$ cat src/rtl/crc8_link_pkg.sv
package crc8_link_pkg;

    localparam int          CRC_W_DEF   = 8;
    localparam int          DATA_W_DEF  = 8;
    localparam logic [7:0]  POLY_DEF    = 8'h07;
    localparam logic [7:0]  RESIDUE_DEF = 8'hCF;

    // One link event presented to the accumulator
    typedef struct packed {
        logic                  start;
        logic                  valid;
        logic [DATA_W_DEF-1:0] data;
    } link_evt_t;

    // Trailer request qualifiers
    typedef struct packed {
        logic finish;
        logic enable;
        logic ready;
    } emit_req_t;

    function automatic logic emit_allowed(input emit_req_t r);
        return r.finish && r.enable && r.ready;
    endfunction

endpackage

$ cat src/rtl/crc8_bit_chain.sv
module crc8_bit_chain #(
    parameter int               CRC_W  = 8,
    parameter int               DATA_W = 8,
    parameter logic [CRC_W-1:0] POLY   = 8'h07
) (
    input  logic [CRC_W-1:0]  crc_i,
    input  logic [DATA_W-1:0] data_i,
    output logic [CRC_W-1:0]  crc_o
);

    function automatic logic [CRC_W-1:0] mirror(input logic [CRC_W-1:0] v);
        logic [CRC_W-1:0] r;
        for (int k = 0; k < CRC_W; k++) r[k] = v[CRC_W-1-k];
        return r;
    endfunction

    // Reflected generator: LSB-first shifting in a right-shift register
    localparam logic [CRC_W-1:0] RPOLY = mirror(POLY);

    logic [CRC_W-1:0] stage [DATA_W+1];

    assign stage[0] = crc_i;

    for (genvar i = 0; i < DATA_W; i++) begin : g_step
        logic fb;
        assign fb           = stage[i][0] ^ data_i[i];
        assign stage[i+1]   = (stage[i] >> 1) ^ (fb ? RPOLY : '0);
    end

    assign crc_o = stage[DATA_W];

endmodule

$ cat src/rtl/crc8_accum.sv
module crc8_accum
    import crc8_link_pkg::*;
#(
    parameter int               CRC_W  = 8,
    parameter int               DATA_W = 8,
    parameter logic [CRC_W-1:0] POLY   = 8'h07
) (
    input  logic              clk,
    input  logic              rst,
    input  logic              start_i,
    input  logic              valid_i,
    input  logic [DATA_W-1:0] data_i,
    output logic [CRC_W-1:0]  state_o,
    output logic [CRC_W-1:0]  next_o
);

    localparam logic [CRC_W-1:0] PRESET = '1;

    logic [CRC_W-1:0] state_q;
    logic [CRC_W-1:0] base;
    logic [CRC_W-1:0] folded;

    // Command start presets before the same-cycle byte is folded in
    assign base = start_i ? PRESET : state_q;

    crc8_bit_chain #(
        .CRC_W  (CRC_W),
        .DATA_W (DATA_W),
        .POLY   (POLY)
    ) u_chain (
        .crc_i  (base),
        .data_i (data_i),
        .crc_o  (folded)
    );

    always_comb begin
        next_o = base;
        if (valid_i) next_o = folded;
    end

    always_ff @(posedge clk) begin
        if (rst) state_q <= PRESET;
        else     state_q <= next_o;
    end

    assign state_o = state_q;

endmodule

$ cat src/rtl/crc8_emit.sv
module crc8_emit
    import crc8_link_pkg::*;
#(
    parameter int CRC_W = 8
) (
    input  logic             clk,
    input  logic             rst,
    input  emit_req_t        req_i,
    input  logic [CRC_W-1:0] next_i,
    output logic [CRC_W-1:0] out_o,
    output logic             send_o
);

    // Reflected register already holds the bit-reversed value; only invert
    logic [CRC_W-1:0] trailer;
    assign trailer = ~next_i;

    always_ff @(posedge clk) begin
        if (rst) begin
            out_o  <= '0;
            send_o <= 1'b0;
        end else begin
            send_o <= emit_allowed(req_i);
            if (emit_allowed(req_i)) out_o <= trailer;
        end
    end

endmodule

$ cat src/rtl/crc8_link_unit.sv
module crc8_link_unit
    import crc8_link_pkg::*;
#(
    parameter int               CRC_W   = CRC_W_DEF,
    parameter int               DATA_W  = DATA_W_DEF,
    parameter logic [CRC_W-1:0] POLY    = POLY_DEF,
    parameter logic [CRC_W-1:0] RESIDUE = RESIDUE_DEF
) (
    input  logic              clk,
    input  logic              rst,
    input  logic              cmd_start,
    input  logic              byte_valid,
    input  logic [DATA_W-1:0] byte_data,
    input  logic              end_cmd,
    input  logic              crc_en,
    input  logic              link_init,
    output logic [CRC_W-1:0]  crc_out,
    output logic              crc_send,
    output logic              crc_match
);

    logic [CRC_W-1:0] state_q;
    logic [CRC_W-1:0] state_nx;
    emit_req_t        req;
    logic             match_q;

    assign req.finish = end_cmd;
    assign req.enable = crc_en;
    assign req.ready  = link_init;

    crc8_accum #(
        .CRC_W  (CRC_W),
        .DATA_W (DATA_W),
        .POLY   (POLY)
    ) u_accum (
        .clk     (clk),
        .rst     (rst),
        .start_i (cmd_start),
        .valid_i (byte_valid),
        .data_i  (byte_data),
        .state_o (state_q),
        .next_o  (state_nx)
    );

    crc8_emit #(
        .CRC_W (CRC_W)
    ) u_emit (
        .clk    (clk),
        .rst    (rst),
        .req_i  (req),
        .next_i (state_nx),
        .out_o  (crc_out),
        .send_o (crc_send)
    );

    always_ff @(posedge clk) begin
        if (rst) match_q <= 1'b0;
        else     match_q <= (state_nx == RESIDUE);
    end

    assign crc_match = match_q;

endmodule

$ cat config.mk
export PLATFORM = sky130hd
export DESIGN_NAME = crc8_link_unit
export DESIGN_NICKNAME = d
export VERILOG_FILES = /design/src/rtl/crc8_link_pkg.sv /design/src/rtl/crc8_bit_chain.sv /design/src/rtl/crc8_accum.sv /design/src/rtl/crc8_emit.sv /design/src/rtl/crc8_link_unit.sv
export SDC_FILE = /design/constraint.sdc
export NUM_CORES = 1
export LEC_CHECK = 0
export ABC_AREA = 1
export BUFFER_PORTS_ARGS = -buffer_cell sky130_fd_sc_hd__buf_2
export CAP_MARGIN = 20
export CORE_MARGIN = 3
export CORE_UTILIZATION = 50
export CTS_BUF_LIST = sky130_fd_sc_hd__clkbuf_16
export CTS_CLUSTER_DIAMETER = 120
export DETAILED_ROUTE_END_ITERATION = 12
export HOLD_SLACK_MARGIN = 0.08
export PLACE_DENSITY = 0.73
export RECOVER_POWER = 50
export SYNTH_ARGS = -nofsm -noshare
export SYNTH_HDL_FRONTEND = slang
export SYNTH_SLANG_ARGS = --single-unit
$ cat constraint.sdc
create_clock -name clk -period 2.28 [get_ports clk]
set_clock_uncertainty 0.15 [all_clocks]
set_input_delay 0.228 -clock clk [delete_from_list [all_inputs] [get_ports clk]]
set_output_delay 0.228 -clock clk [all_outputs]
set_load 0.02 [all_outputs]
==> run_summary.xml, run 1 <==
<?xml version="1.0" encoding="UTF-8"?>
<metrics>
  <group name="outcome">
    <metric name="run_status" unit="">completed</metric>
  </group>
  <group name="flow_run">
    <metric name="maxCapViolations" unit="">0</metric>
  </group>
  <group name="pwr">
    <metric name="post-layout-total-power" unit="µW">952</metric>
    <metric name="power_per_cell_area" unit="mW/mm²">635</metric>
    <metric name="ir_worst_vdd" unit="mV">0.516</metric>
    <metric name="power_leakage" unit="µW">0.000837</metric>
  </group>
  <group name="cts">
    <metric name="postCtsSetupBuffers" unit="">0</metric>
    <metric name="clkSinkCount" unit="">18</metric>
    <metric name="cts.repair.resized" unit="">0</metric>
    <metric name="insertion_delay" unit="ns">0.25</metric>
    <metric name="cts_inserted_buffers" unit="">3</metric>
    <metric name="cts-root-buf" unit="">sky130_fd_sc_hd__clkbuf_16</metric>
    <metric name="cts_tree" unit="">built</metric>
    <metric name="clock_tree.buffer_depth" unit="">2</metric>
    <metric name="cts.htree.levels" unit="">1</metric>
    <metric name="clk_pin_slew_worst_paths" unit="ns">0.05</metric>
  </group>
  <group name="global_routing">
    <metric name="grt_antenna_before_repair" unit="">0</metric>
    <metric name="grt.overflow.total" unit="">0</metric>
    <metric name="grt_pass1_vias" unit="">1236</metric>
    <metric name="grtUsageTotal" unit="">0.196</metric>
    <metric name="grt_first_pass_wirelength" unit="µm">5100</metric>
    <metric name="grt_max_degree" unit="">17</metric>
  </group>
  <group name="yosys">
    <metric name="syn-mean-instance-area" unit="µm²">6.33</metric>
    <metric name="synthDominantAreaCellType" unit="">sky130_fd_sc_hd__dfxtp_1</metric>
    <metric name="postSynth.topFlopCell" unit="">sky130_fd_sc_hd__dfxtp_1</metric>
    <metric name="total_nets_after_synthesis" unit="">219</metric>
    <metric name="ys_types" unit="">26</metric>
    <metric name="synth_common_cells" unit="">sky130_fd_sc_hd__nand2_1, sky130_fd_sc_hd__inv_1, sky130_fd_sc_hd__nand3_1</metric>
    <metric name="number_of_instances_in_the_synthesized_netlist" unit="">204</metric>
    <metric name="ys_top_cells_by_area" unit="">sky130_fd_sc_hd__dfxtp_1, sky130_fd_sc_hd__nand2_1, sky130_fd_sc_hd__nand3_1</metric>
    <metric name="synthesis.area" unit="mm²">0.00129</metric>
    <metric name="synth_top_area_frac" unit="">0.279</metric>
    <metric name="yosys_warnings" unit="">0</metric>
    <metric name="async_reset_ff_frac" unit="">0</metric>
    <metric name="synth_enable_flop_cells" unit="">0</metric>
    <metric name="yosysSeqAreaShare" unit="">0.279</metric>
    <metric name="ys_seq_elements" unit="">18</metric>
    <metric name="yosys.cell_count.top_type" unit="">sky130_fd_sc_hd__nand2_1</metric>
  </group>
  <group name="setup_path">
    <metric name="worstSetupEndpointType" unit="">flip-flop</metric>
    <metric name="regToRegStartpoint" unit="">u_accum.state_o[0]</metric>
    <metric name="cp_data_required_time" unit="ns">2.32</metric>
    <metric name="r2r_end" unit="">crc_match</metric>
    <metric name="worst-endpoint-arrival" unit="ns">1.76</metric>
    <metric name="setup.reg_to_reg.worst_slack" unit="ns">0.56</metric>
    <metric name="maximum_fanout_along_the_worst_path" unit="">4</metric>
    <metric name="ff2ff_path_depth" unit="">14</metric>
    <metric name="cp-start-kind" unit="">flip-flop</metric>
    <metric name="crit_type" unit="">flip-flop to flip-flop</metric>
  </group>
  <group name="timing">
    <metric name="layout_worst_path_cycle_share" unit="">0.755</metric>
    <metric name="report.final.setup_viol" unit="">0</metric>
    <metric name="totalNegativeSetupSlack" unit="ns">0</metric>
    <metric name="period_needed" unit="ns">1.72</metric>
    <metric name="max_slew.worst_pin.slew" unit="ns">0.480</metric>
    <metric name="max_freq" unit="MHz">581</metric>
    <metric name="worst_slack" unit="ns">0.559</metric>
    <metric name="final_hold_viol_count" unit="">0</metric>
    <metric name="timing.final.max_slew_violations" unit="">0</metric>
    <metric name="rsz0062_at_grt" unit="">no</metric>
    <metric name="remaining_max_slew_budget_at_the_tightest_pin" unit="">0.679</metric>
  </group>
  <group name="layout">
    <metric name="area_delta_synth_final" unit="%">16.1</metric>
    <metric name="fraction_of_final_layout_cells_with_drive_strength_greater_than_1" unit="">0.165</metric>
    <metric name="antenna_cells" unit="">0</metric>
    <metric name="num-nets-final" unit="">246</metric>
  </group>
  <group name="placed_design">
    <metric name="finalWeightedCongestion" unit="">0.896</metric>
    <metric name="placement.setup.worst_slack" unit="ns">0.350</metric>
    <metric name="dpl.hpwl" unit="µm">2350</metric>
    <metric name="portBuffers" unit="">24</metric>
  </group>
  <group name="floorplanning">
    <metric name="fp-row-count" unit="">17</metric>
    <metric name="die_area" unit="mm²">0.00323</metric>
    <metric name="die_height" unit="µm">56.8</metric>
    <metric name="placeableCoreArea" unit="mm²">0.00234</metric>
    <metric name="floorplan.io_pins" unit="">25</metric>
    <metric name="die-width" unit="µm">56.8</metric>
    <metric name="start_util" unit="">0.552</metric>
  </group>
  <group name="route">
    <metric name="final_antenna_net_count" unit="">0</metric>
    <metric name="vias" unit="">1299</metric>
    <metric name="route.final.wire_length" unit="µm">2990</metric>
    <metric name="vias_per_cell" unit="">5.03</metric>
    <metric name="drt_iter0_drc" unit="">49</metric>
    <metric name="detail_route.first_pass.iterations" unit="">4</metric>
    <metric name="wl_per_cell" unit="µm">11.6</metric>
    <metric name="drc" unit="">0</metric>
  </group>
  <group name="hold_path">
    <metric name="timing.hold.worst_path_depth" unit="">3</metric>
    <metric name="holdCritPathClass" unit="">input pin to flip-flop</metric>
    <metric name="hold_path.startpoint" unit="">crc_en</metric>
    <metric name="min_delay_worst_endpoint" unit="">u_emit.send_o</metric>
  </group>
</metrics>
-- critical path, cell delays in order (launching register included) --
cell and delay, ns:
sky130_fd_sc_hd__dfxtp_1 0.38, sky130_fd_sc_hd__inv_1 0.06, sky130_fd_sc_hd__nand2_1 0.12, sky130_fd_sc_hd__nand2_1 0.09
sky130_fd_sc_hd__nand2_1 0.15, sky130_fd_sc_hd__inv_2 0.07, sky130_fd_sc_hd__nand2_1 0.08, sky130_fd_sc_hd__nand2_2 0.07
sky130_fd_sc_hd__nand2_1 0.08, sky130_fd_sc_hd__nand2_1 0.05, sky130_fd_sc_hd__nand2_1 0.08, sky130_fd_sc_hd__nand2_1 0.05
sky130_fd_sc_hd__nand2_1 0.07, sky130_fd_sc_hd__nand3_1 0.07, sky130_fd_sc_hd__nor2_1 0.10
-- state kept, by name, indices dropped and copies added (netlist names) --
register and cells:
u_accum.state_o 8, crc_match 1, u_emit.send_o 1, u_emit.out_o 8
-- layout by cell type (no fill, tap or decap), types with 2 or more instances in the layout --
master	count
sky130_fd_sc_hd__o21ai_1	2
sky130_fd_sc_hd__clkbuf_16	3
sky130_fd_sc_hd__o211ai_1	4
sky130_fd_sc_hd__dfxtp_1	18
sky130_fd_sc_hd__inv_1	26
sky130_fd_sc_hd__nor2_8	2
sky130_fd_sc_hd__buf_2	13
sky130_fd_sc_hd__clkbuf_1	11
sky130_fd_sc_hd__nor2_4	3
sky130_fd_sc_hd__nand2_1	87
sky130_fd_sc_hd__nor2_1	9
sky130_fd_sc_hd__xnor2_1	2
sky130_fd_sc_hd__o21bai_1	3
sky130_fd_sc_hd__o21ai_0	6
sky130_fd_sc_hd__nand3_1	20
sky130_fd_sc_hd__nand2_2	8
-- how the worst max path moves through the flow --
stage	from	to	slack, ns	cells past startpoint
final	u_accum.state_o[0]	crc_match	0.56	14
after global routing	u_accum.state_o[0]	crc_match	0.37	13
after CTS	u_accum.state_o[0]	crc_match	0.55	14
after detailed placement	cmd_start	crc_match	0.35	15
after global placement	cmd_start	crc_match	0.39	15
after floorplan	u_accum.state_o[0]	crc_match	0.79	13
-- metrics by stage --
step,util,std cells,hold slack [ns],instance area (µm²)
after floorplan,-,204,0.150,1290
after global placement,0.612,253,0.262,1430
after detailed placement,0.612,253,0.277,1430
after CTS,0.650,258,0.196,1520
after global routing,0.641,258,0.262,1500
final,0.641,258,0.196,1500
-- area by class of cell --
cell class	instances	area [µm²]
Timing Repair Buffer	26	124
Fill cell	233	841
Inverter	27	101
Multi-Input combinational cell	155	800
Clock buffer	3	75.1
Sequential cell	18	360
Clock inverter	1	3.75
Tap cell	28	35.0
-- where the power goes --
group / switching [µW] / leakage (µW) / internal [µW] / total, µW
logic: 162 / 0.000650 / 85.0 / 247
registers: 16.7 / 0.000148 / 335 / 352
clock network: 119 / 0.0000385 / 233 / 353
-- layer usage --
metal  vias up  track usage  wire, µm
li1        679            -         -
met1       569        0.256      1400
met2        44        0.322      1390
met3         7       0.0253       142
met4         0       0.0795        53
met5         -            0         0
-- cells by family after synthesis --
logic type	Yosys count	synth area share
AND/OR/NAND/NOR	132	0.477
buffers and inverters	31	0.0959
AO/OA/AOI/OAI	19	0.101
flip-flops	18	0.279
XOR/XNOR	4	0.0475
-- timing repair --
item,CTS,global route
hold buffers,1,0
endpoints found under the setup margin,0,0
endpoints found under the hold margin,2,0
Power figures use the tool's default switching activity.
==> run 2, diff against run 1 <==
--- a/config.mk
+++ b/config.mk
@@ -5,7 +5,7 @@
 export SDC_FILE = /design/constraint.sdc
 export NUM_CORES = 1
 export LEC_CHECK = 0
-export ABC_AREA = 1
+export ABC_AREA = 0
 export BUFFER_PORTS_ARGS = -buffer_cell sky130_fd_sc_hd__buf_2
 export CAP_MARGIN = 20
 export CORE_MARGIN = 3
@@ -14,7 +14,7 @@
 export CTS_CLUSTER_DIAMETER = 120
 export DETAILED_ROUTE_END_ITERATION = 12
 export HOLD_SLACK_MARGIN = 0.08
-export PLACE_DENSITY = 0.73
+export PLACE_DENSITY = 0.74
 export RECOVER_POWER = 50
 export SYNTH_ARGS = -nofsm -noshare
 export SYNTH_HDL_FRONTEND = slang
==> constraint.sdc (replaced) <==
create_clock -name clk -period 1.6 [get_ports clk]
set_clock_uncertainty 0.15 [all_clocks]
set_input_delay 0.16 -clock clk [delete_from_list [all_inputs] [get_ports clk]]
set_output_delay 0.16 -clock clk [all_outputs]
set_load 0.02 [all_outputs]
==> run_summary.xml, run 2 <==
<?xml version="1.0" encoding="UTF-8"?>
<metrics>
  <group name="outcome">
    <metric name="run_status" unit="">finished with violations</metric>
    <metric name="violations_in_the_final_reports" unit="">setup timing</metric>
  </group>
  <group name="yosys">
    <metric name="async_reset_ff_frac" unit="">0</metric>
    <metric name="synthesis.area" unit="mm²">0.00123</metric>
    <metric name="ys_seq_elements" unit="">18</metric>
    <metric name="ys_types" unit="">46</metric>
    <metric name="synthDominantAreaCellType" unit="">sky130_fd_sc_hd__dfxtp_1</metric>
    <metric name="ys_top_cells_by_area" unit="">sky130_fd_sc_hd__dfxtp_1, sky130_fd_sc_hd__xnor2_1, sky130_fd_sc_hd__xnor2_2</metric>
    <metric name="postSynth.topFlopCell" unit="">sky130_fd_sc_hd__dfxtp_1</metric>
    <metric name="synth_enable_flop_cells" unit="">0</metric>
    <metric name="synth_top_area_frac" unit="">0.293</metric>
    <metric name="syn-mean-instance-area" unit="µm²">8.59</metric>
    <metric name="total_nets_after_synthesis" unit="">158</metric>
    <metric name="number_of_instances_in_the_synthesized_netlist" unit="">143</metric>
    <metric name="synth_common_cells" unit="">sky130_fd_sc_hd__dfxtp_1, sky130_fd_sc_hd__nor2_1, sky130_fd_sc_hd__xnor2_1</metric>
    <metric name="yosys_warnings" unit="">0</metric>
    <metric name="yosysSeqAreaShare" unit="">0.293</metric>
    <metric name="yosys.cell_count.top_type" unit="">sky130_fd_sc_hd__dfxtp_1</metric>
  </group>
  <group name="route">
    <metric name="final_antenna_net_count" unit="">0</metric>
    <metric name="drt_iter0_drc" unit="">114</metric>
    <metric name="vias_per_cell" unit="">6.36</metric>
    <metric name="vias" unit="">1431</metric>
    <metric name="wl_per_cell" unit="µm">23.0</metric>
    <metric name="detail_route.first_pass.iterations" unit="">4</metric>
    <metric name="drc" unit="">0</metric>
    <metric name="route.final.wire_length" unit="µm">5190</metric>
  </group>
  <group name="layout">
    <metric name="area_delta_synth_final" unit="%">64.1</metric>
    <metric name="layout.cells.most_common_list" unit="">sky130_fd_sc_hd__buf_4, sky130_fd_sc_hd__buf_2, sky130_fd_sc_hd__nor2_1</metric>
    <metric name="final_common_cell" unit="">sky130_fd_sc_hd__buf_4</metric>
    <metric name="design_area" unit="mm²">0.00202</metric>
    <metric name="num-nets-final" unit="">214</metric>
    <metric name="fin_cells" unit="">225</metric>
    <metric name="layout.core_utilization" unit="">0.886</metric>
    <metric name="fraction_of_final_layout_cells_with_drive_strength_greater_than_1" unit="">0.594</metric>
    <metric name="antenna_cells" unit="">0</metric>
  </group>
  <group name="cts">
    <metric name="cts-root-buf" unit="">sky130_fd_sc_hd__clkbuf_16</metric>
    <metric name="clk_pin_slew_worst_paths" unit="ns">0.05</metric>
    <metric name="cts.htree.levels" unit="">1</metric>
    <metric name="cts_tree" unit="">built</metric>
    <metric name="cts_inserted_buffers" unit="">3</metric>
    <metric name="clock_tree.buffer_depth" unit="">2</metric>
    <metric name="clkSinkCount" unit="">18</metric>
    <metric name="holdBufCountCts" unit="">0</metric>
    <metric name="insertion_delay" unit="ns">0.25</metric>
  </group>
  <group name="pwr">
    <metric name="switching_share" unit="">0.376</metric>
    <metric name="ir_worst_vdd" unit="mV">1.43</metric>
    <metric name="power_leakage" unit="µW">0.000847</metric>
    <metric name="comb_power_share" unit="">0.545</metric>
    <metric name="switchingPower" unit="µW">882</metric>
    <metric name="p_int" unit="µW">1460</metric>
    <metric name="power_per_cell_area" unit="mW/mm²">1160</metric>
    <metric name="power.sequential.fraction" unit="">0.242</metric>
    <metric name="power_frac_clock" unit="">0.213</metric>
  </group>
  <group name="setup_path">
    <metric name="cp_data_required_time" unit="ns">1.58</metric>
    <metric name="worstSetupEndpointType" unit="">flip-flop</metric>
    <metric name="crit_type" unit="">flip-flop to flip-flop</metric>
    <metric name="maximum_fanout_along_the_worst_path" unit="">3</metric>
    <metric name="setup.reg_to_reg.worst_slack" unit="ns">-0.45</metric>
    <metric name="worst-endpoint-arrival" unit="ns">2.03</metric>
    <metric name="cp-start-kind" unit="">flip-flop</metric>
  </group>
  <group name="timing">
    <metric name="layout_worst_path_cycle_share" unit="">1.28</metric>
    <metric name="max_slew.worst_pin.slew" unit="ns">0.926</metric>
    <metric name="final_hold_viol_count" unit="">0</metric>
    <metric name="hold_ws" unit="ns">0.164</metric>
    <metric name="timing.final.max_slew_violations" unit="">0</metric>
    <metric name="report.final.setup_viol" unit="">17</metric>
    <metric name="worst_slack" unit="ns">-0.452</metric>
    <metric name="remaining_max_slew_budget_at_the_tightest_pin" unit="">0.383</metric>
    <metric name="max_freq" unit="MHz">487</metric>
    <metric name="rsz0062_at_grt" unit="">yes</metric>
    <metric name="totalNegativeSetupSlack" unit="ns">-3.56</metric>
    <metric name="period_needed" unit="ns">2.05</metric>
  </group>
  <group name="flow_run">
    <metric name="maxCapViolations" unit="">0</metric>
  </group>
  <group name="global_routing">
    <metric name="grt_pass1_vias" unit="">1348</metric>
    <metric name="grtUsageTotal" unit="">0.249</metric>
    <metric name="grt_max_degree" unit="">19</metric>
    <metric name="grt_antenna_before_repair" unit="">0</metric>
    <metric name="grt_first_pass_wirelength" unit="µm">6090</metric>
    <metric name="grt.overflow.total" unit="">0</metric>
  </group>
  <group name="floorplanning">
    <metric name="die_height" unit="µm">55.6</metric>
    <metric name="floorplan.io_pins" unit="">25</metric>
    <metric name="start_util" unit="">0.540</metric>
    <metric name="die-width" unit="µm">55.6</metric>
    <metric name="fp-row-count" unit="">17</metric>
    <metric name="placeableCoreArea" unit="mm²">0.00228</metric>
    <metric name="die_area" unit="mm²">0.00309</metric>
  </group>
  <group name="placed_design">
    <metric name="placed_cells" unit="">216</metric>
    <metric name="portBuffers" unit="">24</metric>
    <metric name="finalWeightedCongestion" unit="">0.883</metric>
    <metric name="postPlaceCellArea" unit="mm²">0.00163</metric>
    <metric name="dpl.hpwl" unit="µm">2370</metric>
  </group>
  <group name="hold_path">
    <metric name="holdCritPathClass" unit="">input pin to flip-flop</metric>
  </group>
</metrics>
run 2: cell type report:
type / instances / area, µm²
fillers: 106 / 260
inverters: 2 / 7.51
clock buffers: 3 / 75.1
multi-input cells: 114 / 1110
flip-flops and latches: 18 / 373
well taps: 28 / 35.0
repair buffers: 60 / 410
run 2: layer usage:
layer | wire (µm) | vias to the layer above | track usage
li1 | - | 612 | -
met5 | 0 | - | 0
met3 | 304 | 33 | 0.0696
met4 | 380 | 0 | 0.0903
met1 | 1790 | 685 | 0.271
met2 | 2710 | 101 | 0.456
run 2: critical path, cell delays in order, from the launching register on:
cell and delay, ns:
sky130_fd_sc_hd__dfxtp_2 0.33, sky130_fd_sc_hd__xnor2_2 0.19, sky130_fd_sc_hd__nor2_2 0.08, sky130_fd_sc_hd__xor2_2 0.17, sky130_fd_sc_hd__xnor2_2 0.29, sky130_fd_sc_hd__mux2i_2 0.37
sky130_fd_sc_hd__a211oi_2 0.08, sky130_fd_sc_hd__or2_1 0.26
run 2: cells by family after synthesis:
group                  count (synthesis)  synth area share
AND/OR/NAND/NOR                       53             0.219
AO/OA/AOI/OAI                         31             0.183
XOR/XNOR                              23             0.207
flip-flops                            18             0.293
buffers and inverters                 11            0.0346
multiplexers                           7            0.0631
run 2: worst paths after layout:
kind,to,start,cells past startpoint
worst max-delay path,u_accum.state_o[5],u_accum.state_o[0],7
worst min-delay path,u_emit.send_o,rst,2
worst max register to register,u_accum.state_o[5],u_accum.state_o[0],7
worst min register to register,u_emit.out_o[6],u_emit.out_o[6],2
run 2: power by group through the flow:
stage,combinational [µW],clock [µW],sequential (µW)
3_3_place_gp,830,0,551
5_1_grt,1330,517,572
3_5_place_dp,868,0,551
2_1_floorplan,550,0,565
6_report,1280,499,567
4_1_cts,1000,490,551
run 2: per-stage QoR:
stage,power [µW],worst slack (ns)
after floorplan,1110,-0.304
after global placement,1380,-0.425
after detailed placement,1420,-0.552
after CTS,2040,-0.366
after global routing,2420,-0.553
final,2340,-0.452
run 2: what timing repair did:
action | in CTS | in global routing
setup buffers | 2 | 6
gates resized for setup | 29 | 28
pin swaps | 14 | 10
setup endpoints to repair | 16 | 17
